**src/rtl/snd_chan_ctl.sv**
```systemverilog
module snd_chan_ctl #(
  parameter int TONE_CH = 4
) (
  input  logic               clk,
  input  logic               rst_n,
  input  logic               wr_en,
  input  logic               rd_en,
  input  logic [7:0]         wdata,
  output logic [7:0]         rdata,
  input  logic [TONE_CH-1:0] len_nz,
  input  logic               smp_bytes_nz,
  input  logic               frame_irq_set,
  input  logic               smp_irq_set,
  output logic [TONE_CH:0]   chan_en,
  output logic [TONE_CH-1:0] len_clr,
  output logic               smp_stop,
  output logic               smp_restart,
  output logic               irq
);
  localparam int SMP = TONE_CH;

  logic frm_q, smp_q;

  always_ff @(posedge clk) begin
    if (!rst_n) begin
      chan_en <= '0;
      frm_q   <= 1'b0;
      smp_q   <= 1'b0;
    end else begin
      if (wr_en) chan_en <= wdata[SMP:0];
      if (frame_irq_set)   frm_q <= 1'b1;
      else if (rd_en)      frm_q <= 1'b0;
      if (smp_irq_set)     smp_q <= 1'b1;
      else if (wr_en)      smp_q <= 1'b0;
    end
  end

  assign len_clr     = wr_en ? ~wdata[TONE_CH-1:0] : '0;
  assign smp_stop    = wr_en & ~wdata[SMP];
  assign smp_restart = wr_en & wdata[SMP] & ~smp_bytes_nz;
  assign rdata       = {smp_q | smp_irq_set, frm_q | frame_irq_set, 1'b0, smp_bytes_nz, len_nz};
  assign irq         = frm_q | smp_q;

  p_en_latch_r1: assert property (@(posedge clk) disable iff (!rst_n)
    wr_en |=> chan_en == $past(wdata[SMP:0]));
  p_en_hold_r1: assert property (@(posedge clk) disable iff (!rst_n)
    !wr_en |=> $stable(chan_en));
  p_wr_clears_smp_r3: assert property (@(posedge clk) disable iff (!rst_n)
    wr_en && !smp_irq_set |=> !smp_q);
  p_stop_no_restart_r4: assert property (@(posedge clk) disable iff (!rst_n)
    smp_stop |-> !smp_restart);
  p_restart_idle_r5: assert property (@(posedge clk) disable iff (!rst_n)
    smp_restart |-> !smp_bytes_nz);
  p_rd_clears_frm_r7: assert property (@(posedge clk) disable iff (!rst_n)
    rd_en && !frame_irq_set |=> !frm_q);
  p_rd_keeps_smp_r7: assert property (@(posedge clk) disable iff (!rst_n)
    rd_en && !wr_en && smp_q |=> smp_q);
  p_set_wins_r8: assert property (@(posedge clk) disable iff (!rst_n)
    frame_irq_set |=> frm_q);
  p_strobe_wr_only_r9: assert property (@(posedge clk) disable iff (!rst_n)
    !wr_en |-> (len_clr == '0) && !smp_stop && !smp_restart);
  p_frm_no_rd_r9: assert property (@(posedge clk) disable iff (!rst_n)
    !rd_en && frm_q |=> frm_q);
endmodule

```
**config.mk**
```make
export PLATFORM = sky130hd
export DESIGN_NAME = snd_chan_ctl
export DESIGN_NICKNAME = d
export VERILOG_FILES = /design/src/rtl/snd_chan_ctl.sv
export SDC_FILE = /design/constraint.sdc
export NUM_CORES = 1
export LEC_CHECK = 0
export BUFFER_PORTS_ARGS = -buffer_cell sky130_fd_sc_hd__buf_2
export CORE_AREA = 4 4 41 43
export CTS_CLUSTER_SIZE = 25
export DETAILED_ROUTE_END_ITERATION = 12
export DIE_AREA = 0 0 45 47
export PLACE_DENSITY = 0.72
export SLEW_MARGIN = 15
export SYNTH_ARGS = -nofsm -noshare
export SYNTH_HDL_FRONTEND = slang
export SYNTH_SLANG_ARGS = --single-unit
```
**constraint.sdc**
```tcl
create_clock -name clk -period 1.1 [get_ports clk]
set_clock_uncertainty 0.2 [all_clocks]
set_input_delay 0.055 -clock clk [delete_from_list [all_inputs] [get_ports clk]]
set_output_delay 0.055 -clock clk [all_outputs]
set_load 0.05 [all_outputs]
```
=== Word-level counts from Yosys, hierarchy flattened ===
Cells that the tools add are included.

* Bits in registers: 7
* Bits in latches: 0
* RAM bits: 0
* Memory bits (read-only): 0
* Input bits: 19
* Output and inout port bits: 20
* Logic and storage cells: 19
* Memories kept: 0

* Add/subtract/negate cells: 0
* Multiply operators: 0
* Div/mod/pow operators: 0
* Order comparisons: 0
* Equal/unequal tests: 0
* Shift operators: 0
* Multiplexer cells: 5
* Bitwise logic cells: 9
* Reduce and logical (&&, ||, !) cells: 2

{| class="wikitable"
|+ Operator list
! kind !! number
|-
| $mux 1 || 4
|-
| $mux 4 || 1
|-
| $not 4->4 || 1
|-
| $reduce_bool 2->1 || 2
|-
| $and 1x1->1 || 3
|-
| $or 1x1->1 || 3
|-
| $not 1->1 || 2
|}

=== Depth between registers and ports, before layout ===
Gate-level depths: netlist of run 1.

* Depth in word-level cells: 2
* Gate-level depth with buffers: 3
* Mapped depth without buffers: 2

=== Worst setup path after synthesis of run 1 ===
Ideal clock, no wire load.

* Path type: in2out
* Start: input port wr_en
* End: output port len_clr[0]
* Arrival time: 884 ps
* Required time: 845 ps
* Setup slack: -39 ps
* Stages on the path: 2
* Path buffers: 1
* Cells stage by stage: buf_6 nor2b_1

* Word-level cells in the longest chain between the ends: 1

{| class="wikitable"
|+ Ends and longest elaborated chain
! element !! RTL line !! text
|-
| start: declaration || 6 || <nowiki>input logic wr_en,</nowiki>
|-
| $mux 4 || 38 || <nowiki>assign len_clr = wr_en ? ~wdata[TONE_CH-1:0] : '0;</nowiki>
|-
| end: declaration || 15 || <nowiki>output logic [TONE_CH-1:0] len_clr,</nowiki>
|}

No other way between the ends.

=== Worst setup path in the final report of run 1 ===
* Start: register smp_q
* End: output port irq

* Word-level cells in the longest chain between the ends: 1

{| class="wikitable"
|+ Ends and longest elaborated chain
! element !! RTL line !! text
|-
| start: declaration || 22 || <nowiki>logic frm_q, smp_q;</nowiki>
|-
| start signal: assignment || 28 || <nowiki>smp_q <= 1'b0;</nowiki>
|-
| start signal: assignment || 33 || <nowiki>if (smp_irq_set) smp_q <= 1'b1;</nowiki>
|-
| start signal: assignment || 34 || <nowiki>else if (wr_en) smp_q <= 1'b0;</nowiki>
|-
| $or 1x1->1 || 42 || <nowiki>assign irq = frm_q | smp_q;</nowiki>
|-
| end: declaration || 18 || <nowiki>output logic irq</nowiki>
|}

No other way between the ends.

==> results of run 1 <==
## Yosys cell counts
cell | count | area, sq um
nor2b_1 | 10 | 62.6
nand2b_1 | 1 | 6.26
buf_4 | 6 | 45.0
nor2_1 | 1 | 3.75
conb_1 | 1 | 3.75
dfxtp_1 | 7 | 140
and2b_1 | 1 | 7.51
nand2_1 | 1 | 3.75
o21a_1 | 2 | 15.0
mux2i_1 | 4 | 40.0
or2_2 | 3 | 18.8
buf_6 | 1 | 11.3
a21boi_1 | 1 | 7.51
## power by group
part | leakage, nW | internal (mW) | switching (mW)
logic | 0.290 | 0.122 | 0.203
registers | 0.0602 | 0.273 | 0.00926
clock network | 0.0150 | 0.138 | 0.0899
total | 0.366 | 0.533 | 0.302
## worst register-to-register path, cell delays in order (launching register included)
cell,delay [ns]
dfxtp_2,0.32
and2b_1,0.15
o21a_1,0.15
## flip-flops by register name, indices dropped and copies added, names as in the netlist
name	count
chan_en	5
frm_q	1
smp_q	1
## metrics by stage
stage               std cells  power, mW  setup TNS (ns)  setup WS, ns  utilization [%]
CTS                        89      0.838          -0.573        -0.119             51.2
global placement           73      0.511               0        0.0655             36.8
global route               89      0.877          -0.403        -0.148             52.7
detailed placement         73      0.515               0        0.0455             36.8
floorplan                  39      0.501               0         0.143                -
finish                     89      0.835          -0.312        -0.120             52.7
## path summary, 6_finish.rpt
| check | start | endpoint | slack (ns) | cells after the start |
|---|---|---|---|---|
| hold / removal | wdata[4] | chan_en[4] | -0.08 | 3 |
| setup / recovery | smp_q | irq | -0.12 | 2 |
| setup reg to reg | smp_q | smp_q | 0.17 | 2 |
| hold reg to reg | chan_en[4] | chan_en[4] | 0.27 | 2 |
## logic make-up (layout without fill, tap and decap cells)
group                  Yosys count  count (layout)  share of synthesized area (%)
and+or+nand+nor                 17              17                           28.1
DFF                              7               7                           38.4
buffers and inverters            7              42                           15.4
muxes                            4               4                           11.0
AOI/OAI and AO/OA                3               3                           6.16
other                            1               1                           1.03
## routing by layer
layer  global-route usage, %  wire (um)  vias to the layer above
li1                        -          -                      185
met1                    8.90        323                      167
met2                    22.9        642                       20
met3                    2.30         98                        0
met4                    7.02          0                        0
met5                       0          0                        -
## cell type report
type	instances	area (sq um)
fillers	131	616
repair buffers	38	300
multi-input cells	25	191
flip-flops and latches	7	149
clock buffers	4	26.3
well taps	15	18.8
## repair_timing
| item | in CTS | in global routing |
|---|---|---|
| gates cloned | 0 | 0 |
| setup endpoints to repair | 3 | 11 |
| buffers inserted | 0 | 0 |
| endpoints found under the hold margin | 11 | 1 |
| pin swaps | 3 | 0 |
| resized for setup | 14 | 8 |
==> impl_metrics.py, run 1 <==
metrics = {
    "detailed_routing": {
        "drt_iter0_drc": 3,
        "finalWirelength_um": 1060,
        "drc": 0,
        "drt-pass1-iter-count": 3,
        "vias": 372,
        "ant_nets": 0,
        "routedWlPerCell_um": 12.0,
        "routed_via_density": 4.18,
    },
    "job": {
        "maxCapViolations": 0,
    },
    "finish": {
        "n_antenna_cell": 0,
        "final_cell_mix": "19 x buf_2, 8 x dlygate4sd3_1, 7 x dfxtp_2, 7 x clkbuf_4",
        "drive_gt1_share_pct": 60.8,
        "synthToLayoutAreaGrowth_pct": 87.7,
        "final_area_sq_um": 686,
        "final_common_cell": "buf_2",
        "final_nets": 94,
    },
    "sta": {
        "hold_viol_final": 1,
        "fmax_ghz": 0.819,
        "rsz0062_at_grt": "yes",
        "setup_slack_ns": -0.120,
        "finalMaxSlewViolations": 0,
        "period_share_pct": 111,
        "min_period_ns": 1.22,
        "fin_hold_ws_ns": -0.0835,
        "setup_viol": 3,
    },
    "placement": {
        "gp_congestion": 0.573,
        "io_buffers": 26,
        "placed_area_sq_um": 479,
        "hpwl_um": 691,
    },
    "pwr": {
        "p_leak_nw": 0.366,
        "vdd_ir_drop_max_mv": 0.685,
        "power_density_nw_per_um2": 1220,
    },
    "min_path": {
        "min_path_type": "input pin to register",
    },
    "clock_tree": {
        "root_buffer": "clkbuf_4",
        "tritoncts": "yes",
        "cts-htree-levels": 1,
        "hold_buffers": 12,
        "cts_buffers": 3,
        "cts.sinks": 7,
        "clk_path_buf_depth": 2,
        "clkSlewWorstSetupHoldPaths_ns": 0.05,
        "insertion_delay_ns": 0.25,
    },
    "floorplan": {
        "row_count": 13,
        "ios": 39,
        "fp.coreArea_sq_um": 1300,
        "start_util_pct": 28.1,
        "dieArea_sq_um": 2120,
        "die_h_um": 47,
        "die_w_um": 45,
    },
    "global_routing": {
        "grt_pass1_vias": 405,
        "antenna_found_initial": 0,
        "grt_pass1_wl_um": 1610,
        "gr-total-overflow": 0,
        "grt_max_degree": 13,
        "grtUsageTotal_pct": 10.9,
    },
    "setup_path": {
        "start_kind": "register",
        "worstSetupPathType": "register to output pin",
        "cp_max_fo": 3,
        "critPathArrivalTime_ns": 0.97,
        "crit_family": "flip-flops",
        "crit_required_ns": 0.84,
        "slowest_stage": "dfxtp_2",
        "critPathBufInv": 1,
        "crit_chain": "or2_4, buf_8",
        "endpoint_kind": "output pin",
        "critPathMaxStageDelay_ns": 0.32,
    },
    "logic_synthesis": {
        "syn_avg_cell_area_sq_um": 9.37,
        "ys_ff_latch": 7,
        "ys_seq_area_share_pct": 38.4,
        "ys.warnings.count": 0,
        "synth_area_sq_um": 365,
        "syn-num-nets": 58,
        "synthCells": 39,
        "synth_cell_types": 13,
    },
    "run_status": {
        "status": "finished, violations left",
        "violations": "hold timing, setup timing",
    },
}
No activity file was read; power rests on OpenSTA's default activity.
==> run 2: changes to the inputs <==
Settings changed: BUFFER_PORTS_ARGS -buffer_cell sky130_fd_sc_hd__buf_2 to -buffer_cell sky130_fd_sc_hd__clkbuf_2, GPL_ROUTABILITY_DRIVEN set to 0.
==> run 2 against run 1 <==
The flow still finishes with violations (hold timing, setup timing). Die area is the same. Hold slack lost 0.012 ns. Sequential cell count is the same.
==> impl_metrics.py, run 2 (synthesis results as in run 1) <==
metrics = {
    "finish": {
        "top_register": "chan_en",
        "n_antenna_cell": 0,
        "final_nets": 94,
        "drive_gt1_share_pct": 60.8,
        "fillers": 120,
        "synthToLayoutAreaGrowth_pct": 93.8,
        "final_cell_mix": "17 x clkbuf_2, 8 x clkbuf_4, 8 x dlygate4sd3_1, 7 x dfxtp_2",
        "top_regs": "chan_en: 5 flops, frm_q: 1 flops, smp_q: 1 flops",
        "final_common_cell": "clkbuf_2",
        "largest_reg_flops": 5,
    },
    "pwr": {
        "power_frac_seq_pct": 33.2,
        "p_sw_share_pct": 36.2,
        "power_mw": 0.848,
        "p_leak_nw": 0.377,
        "power_density_nw_per_um2": 1200,
        "p_switching_mw": 0.307,
        "power_frac_comb_pct": 39.4,
        "vdd_ir_drop_max_mv": 0.557,
        "p_int_mw": 0.541,
        "pwr-share-clk_pct": 27.4,
    },
    "detailed_routing": {
        "finalWirelength_um": 1050,
        "routed_via_density": 4.27,
        "vias": 380,
        "routedWlPerCell_um": 11.8,
        "drt_iter0_drc": 2,
        "ant_nets": 0,
        "drc": 0,
        "drt-pass1-iter-count": 2,
    },
    "clock_tree": {
        "cts-htree-levels": 1,
        "tritoncts": "yes",
        "cts.sinks": 7,
        "insertion_delay_ns": 0.25,
        "hold_buffers": 12,
        "cts_buffers": 3,
        "clkSlewWorstSetupHoldPaths_ns": 0.05,
        "root_buffer": "clkbuf_4",
        "clk_path_buf_depth": 2,
    },
    "setup_path": {
        "critPathMaxStageDelay_ns": 0.32,
        "critPathBufInv": 1,
        "slowest_stage": "dfxtp_2",
        "critPathArrivalTime_ns": 0.97,
        "start_kind": "register",
        "crit_family": "flip-flops",
        "worstSetupPathType": "register to output pin",
        "cp_max_fo": 3,
        "crit_required_ns": 0.84,
        "crit_chain": "or2_4, clkbuf_16",
        "endpoint_kind": "output pin",
    },
    "sta": {
        "setup_viol": 3,
        "fin_hold_ws_ns": -0.0953,
        "min_period_ns": 1.22,
        "period_share_pct": 111,
        "setup_tns_ns": -0.358,
        "finalMaxSlewViolations": 0,
        "rsz0062_at_grt": "yes",
        "fmax_ghz": 0.817,
        "hold_viol_final": 1,
        "setup_slack_ns": -0.125,
    },
    "job": {
        "maxCapViolations": 0,
    },
    "run_status": {
        "status": "finished, violations left",
        "violations": "hold timing, setup timing",
    },
    "global_routing": {
        "gr-total-overflow": 0,
        "grt_max_degree": 13,
        "grt_pass1_vias": 404,
        "grt_pass1_wl_um": 1660,
        "grtUsageTotal_pct": 11.0,
        "antenna_found_initial": 0,
    },
    "floorplan": {
        "die_w_um": 45,
        "dieArea_sq_um": 2120,
        "fp.coreArea_sq_um": 1300,
        "row_count": 13,
        "die_h_um": 47,
        "ios": 39,
        "start_util_pct": 28.1,
    },
    "placement": {
        "io_buffers": 26,
        "hpwl_um": 685,
    },
    "min_path": {
        "min_path_type": "input pin to register",
    },
}
## run 2: changes by cell type in the layout (fill, tap and decap cells not counted), sizes merged
cell | previous run | this run
buf | 22 | 2
clkbuf | 8 | 28
## run 2: per-stage QoR
step                      hold WS (ns)  instance area (sq um)  util [%]  std cells  setup WS [ns]
after floorplan                -0.0275                    387         -         39          0.143
after global placement         -0.0896                    479      36.8         73         0.0366
after detailed placement       -0.0896                    479      36.8         73        0.00656
after CTS                      -0.0977                    689      53.0         89         -0.141
after global routing           -0.0779                    708      54.4         89         -0.155
final                          -0.0953                    708      54.4         89         -0.125
## run 2: final timing paths
kind | startpoint | end | slack [ns] | depth (start not counted)
setup reg to reg | smp_q | smp_q | 0.17 | 2
setup / recovery | smp_q | rdata[7] | -0.12 | 2
hold reg to reg | chan_en[4] | chan_en[4] | 0.27 | 2
hold / removal | wdata[4] | chan_en[4] | -0.1 | 3
## run 2: tightest hold or removal path, delay by kind of cell
kind,cells,cell delay [ns]
buf+inv,1,0.10
simple gates,1,0.09
compound gates,1,0.06
## run 2: repair_timing
item | in CTS | in global routing
setup buffers | 0 | 0
endpoints found under the setup margin | 5 | 11
resized for setup | 15 | 12
hold endpoints to repair | 11 | 1
pin swaps | 2 | 1
## run 2: cell type report
| type | instances | area, sq um | area share (%) |
|---|---|---|---|
| Timing Repair Buffer | 38 | 323 | 45.6 |
| Sequential cell | 7 | 149 | 21.0 |
| Multi-Input combinational cell | 25 | 191 | 27.0 |
| Tap cell | 15 | 18.8 | 2.65 |
| Clock buffer | 4 | 26.3 | 3.71 |
## run 2: power groups by stage
stage                     clock (mW)  combinational [mW]  sequential (mW)
final                          0.232               0.334            0.282
after global routing           0.258               0.351            0.283
after CTS                      0.237               0.326            0.281
after detailed placement           0               0.231            0.284
after global placement             0               0.228            0.284
after floorplan                    0               0.180            0.321
## run 2: metal layers
layer,track usage (%),up-vias,share of wire [%]
li1,-,186,-
met5,0,-,0
met2,23.2,20,58
met4,5.26,0,0
met3,2.30,0,9.8
met1,9.59,174,32
==> run 3: changes to the inputs <==
Settings changed: ABC_AREA set to 1, PLACE_DENSITY 0.72 to 0.74.
==> run 3 against run 2 <==
First-iteration DRC count fell by 100%. Design area rose by 1.8%. The flow still finishes with violations (hold timing, setup timing). Via count rose by 16%. Highest routed layer unchanged. Critical endpoint is now irq. Final cell count rose by 26%.
==> impl_metrics.py, run 3 <==
metrics = {
    "placement": {
        "io_buffers": 26,
        "placed_cells": 95,
        "hpwl_um": 672,
    },
    "logic_synthesis": {
        "syn_avg_cell_area_sq_um": 6.42,
        "synth_edf_count": 0,
        "synthMuxAreaShare_pct": 0,
        "synth-compound-area-share_pct": 0,
        "ys.warnings.count": 0,
        "synth-xor-area-share_pct": 0,
        "synthAdderAreaFrac_pct": 0,
        "ys_ff_latch": 7,
        "synth_area_sq_um": 385,
        "synth_area_leaders": "dfxtp_1 36%, inv_1 15%, nor2_1 14%, buf_4 12%, nand2_1 11%",
        "synth_top_cell_by_area": "dfxtp_1",
        "synth.most_common_cell": "inv_1",
        "syn-num-nets": 79,
        "synth_common_cells": "15 x inv_1, 14 x nor2_1, 11 x nand2_1, 7 x dfxtp_1, 6 x buf_4",
        "synth_cell_types": 10,
        "ys_seq_area_share_pct": 36.4,
        "synth_top_cell_area_share_pct": 36.4,
        "synth_top_family_by_area": "simple AND/OR/NAND/NOR gates",
        "synth-simple-area-share_pct": 33.4,
        "synthCells": 60,
        "async_flop_share_pct": 0,
        "synth_ff_type": "dfxtp_1",
    },
    "detailed_routing": {
        "drt_iter0_drc": 0,
        "finalWirelength_um": 1040,
        "drt-pass1-iter-count": 1,
        "drc": 0,
        "routed_via_density": 3.93,
        "vias": 440,
        "routedWlPerCell_um": 9.25,
        "ant_nets": 0,
    },
    "setup_path": {
        "startpoint": "smp_q",
        "critPathCapture": "irq",
        "reg2reg_to": "chan_en[4]",
        "slowest_stage": "dfxtp_2",
        "crit_cells": 2,
        "critPathMaxStageDelay_ns": 0.32,
        "endpoint_kind": "output pin",
        "start_kind": "register",
        "critPathArrivalTime_ns": 0.98,
        "critPathBufInv": 1,
        "crit_chain": "or2_4, clkbuf_16",
        "regToRegStartpoint": "chan_en[4]",
        "crit_required_ns": 0.84,
        "crit_family": "flip-flops",
        "worstSetupPathType": "register to output pin",
        "r2r.worst_path.cells": 2,
        "rrSetupSlack_ns": 0.30,
        "cp_max_fo": 2,
    },
    "pwr": {
        "power_density_nw_per_um2": 1210,
        "p_leak_nw": 0.456,
        "vdd_ir_drop_max_mv": 0.571,
    },
    "finish": {
        "synthToLayoutAreaGrowth_pct": 87.0,
        "final_cell_mix": "17 x clkbuf_2, 14 x inv_1, 12 x nor2_1, 11 x nand2_1, 9 x dlygate4sd3_1",
        "drive_gt1_share_pct": 41.2,
        "layout.cells.non_filler": 112,
        "top_regs": "chan_en: 5 flops, frm_q: 1 flops, smp_q: 1 flops",
        "top_register": "chan_en",
        "final_common_cell": "clkbuf_2",
        "largest_reg_flops": 5,
        "utilization_pct": 55.4,
        "final_nets": 117,
        "n_antenna_cell": 0,
    },
    "sta": {
        "setup_viol": 3,
        "min_period_ns": 1.24,
        "setup_slack_ns": -0.139,
        "finalMaxSlewViolations": 0,
        "fin_hold_ws_ns": -0.140,
        "tightest_slew_ns": 0.513,
        "fmax_ghz": 0.807,
        "rsz0062_at_grt": "yes",
        "period_share_pct": 113,
        "hold_viol_final": 2,
        "slew_headroom_pct": 65.9,
    },
    "global_routing": {
        "grt_max_degree": 12,
        "antenna_found_initial": 0,
        "grtUsageTotal_pct": 9.11,
        "grt_pass1_vias": 363,
        "gr-total-overflow": 0,
        "grt_pass1_wl_um": 1370,
    },
    "job": {
        "maxCapViolations": 0,
    },
    "clock_tree": {
        "root_buffer": "clkbuf_4",
        "cts_buffers": 3,
        "insertion_delay_ns": 0.25,
        "clk_path_buf_depth": 2,
        "tritoncts": "yes",
        "cts.sinks": 7,
        "cts-htree-levels": 1,
        "clkSlewWorstSetupHoldPaths_ns": 0.05,
    },
    "run_status": {
        "status": "finished, violations left",
        "violations": "hold timing, setup timing",
    },
    "floorplan": {
        "die_h_um": 47,
        "die_w_um": 45,
        "fp.coreArea_sq_um": 1300,
        "start_util_pct": 29.6,
        "ios": 39,
        "row_count": 13,
        "dieArea_sq_um": 2120,
    },
    "min_path": {
        "hold_start": "smp_irq_set",
        "min_path_type": "input pin to register",
    },
}
==> run 3: cell count changes after synthesis, moves of 2 or more <==
cell / previous run / this run
inv_1: 0 / 15
mux2i_1: 4 / 0
nand2_1: 1 / 11
nand2_2: 0 / 3
nor2_1: 1 / 14
nor2b_1: 10 / 0
o21a_1: 2 / 0
or2_2: 3 / 1
==> run 3: cells by family after synthesis <==
group                  after synthesis
and+or+nand+nor                     30
other                                1
buffers and inverters               22
DFF                                  7
==> run 3: repair_timing <==
| item | 4_1_cts | 5_1_grt |
|---|---|---|
| pin swaps | 1 | 1 |
| resized for setup | 15 | 12 |
| gates cloned | 0 | 0 |
| buffers inserted | 0 | 0 |
| endpoints found under the hold margin | 11 | 5 |
| endpoints found under the setup margin | 8 | 11 |
| hold buffers | 9 | 4 |
==> run 3: worst min path at each step <==
stage	to	slack (ns)	cells after the start
after CTS	smp_q	-0.15	3
final	smp_q	-0.14	3
after global placement	rdata[1]	-0.09	0
after detailed placement	rdata[1]	-0.09	0
after floorplan	frm_q	-0.02	2
after global routing	smp_q	-0.10	3
==> run 3: per-layer routing <==
metal / vias up / GRT usage, % / routed length, um
li1: 234 / - / -
met1: 182 / 11.0 / 391
met2: 24 / 12.4 / 515
met3: 0 / 5.36 / 128
met4: 0 / 5.26 / 0
met5: - / 0 / 0
==> run 3: layout make-up <==
| type | instances | area, sq um |
|---|---|---|
| flip-flops and latches | 7 | 143 |
| clock buffers | 4 | 26.3 |
| fillers | 130 | 581 |
| multi-input cells | 31 | 145 |
| inverters | 15 | 56.3 |
| repair buffers | 40 | 332 |
| well taps | 15 | 18.8 |
==> run 3: power breakdown <==
part | switching [mW] | leakage, nW | internal [mW]
registers | 0.0102 | 0.0588 | 0.273
logic | 0.229 | 0.382 | 0.128
clock network | 0.0936 | 0.0150 | 0.138
==> run 3: worst min-delay path, stage by stage <==
cell      delay, ns
clkbuf_2       0.10
nor2_2         0.04
nor2_1         0.08
==> run 3: per-stage QoR <==
stage	setup TNS (ns)	total power [mW]	area, sq um	setup slack [ns]
finish	-0.213	0.872	721	-0.139
global route	-0.358	0.921	721	-0.176
CTS	-0.535	0.863	658	-0.131
detailed placement	0	0.533	485	0.0389
global placement	0	0.530	485	0.0432
floorplan	0	0.516	385	0.0226
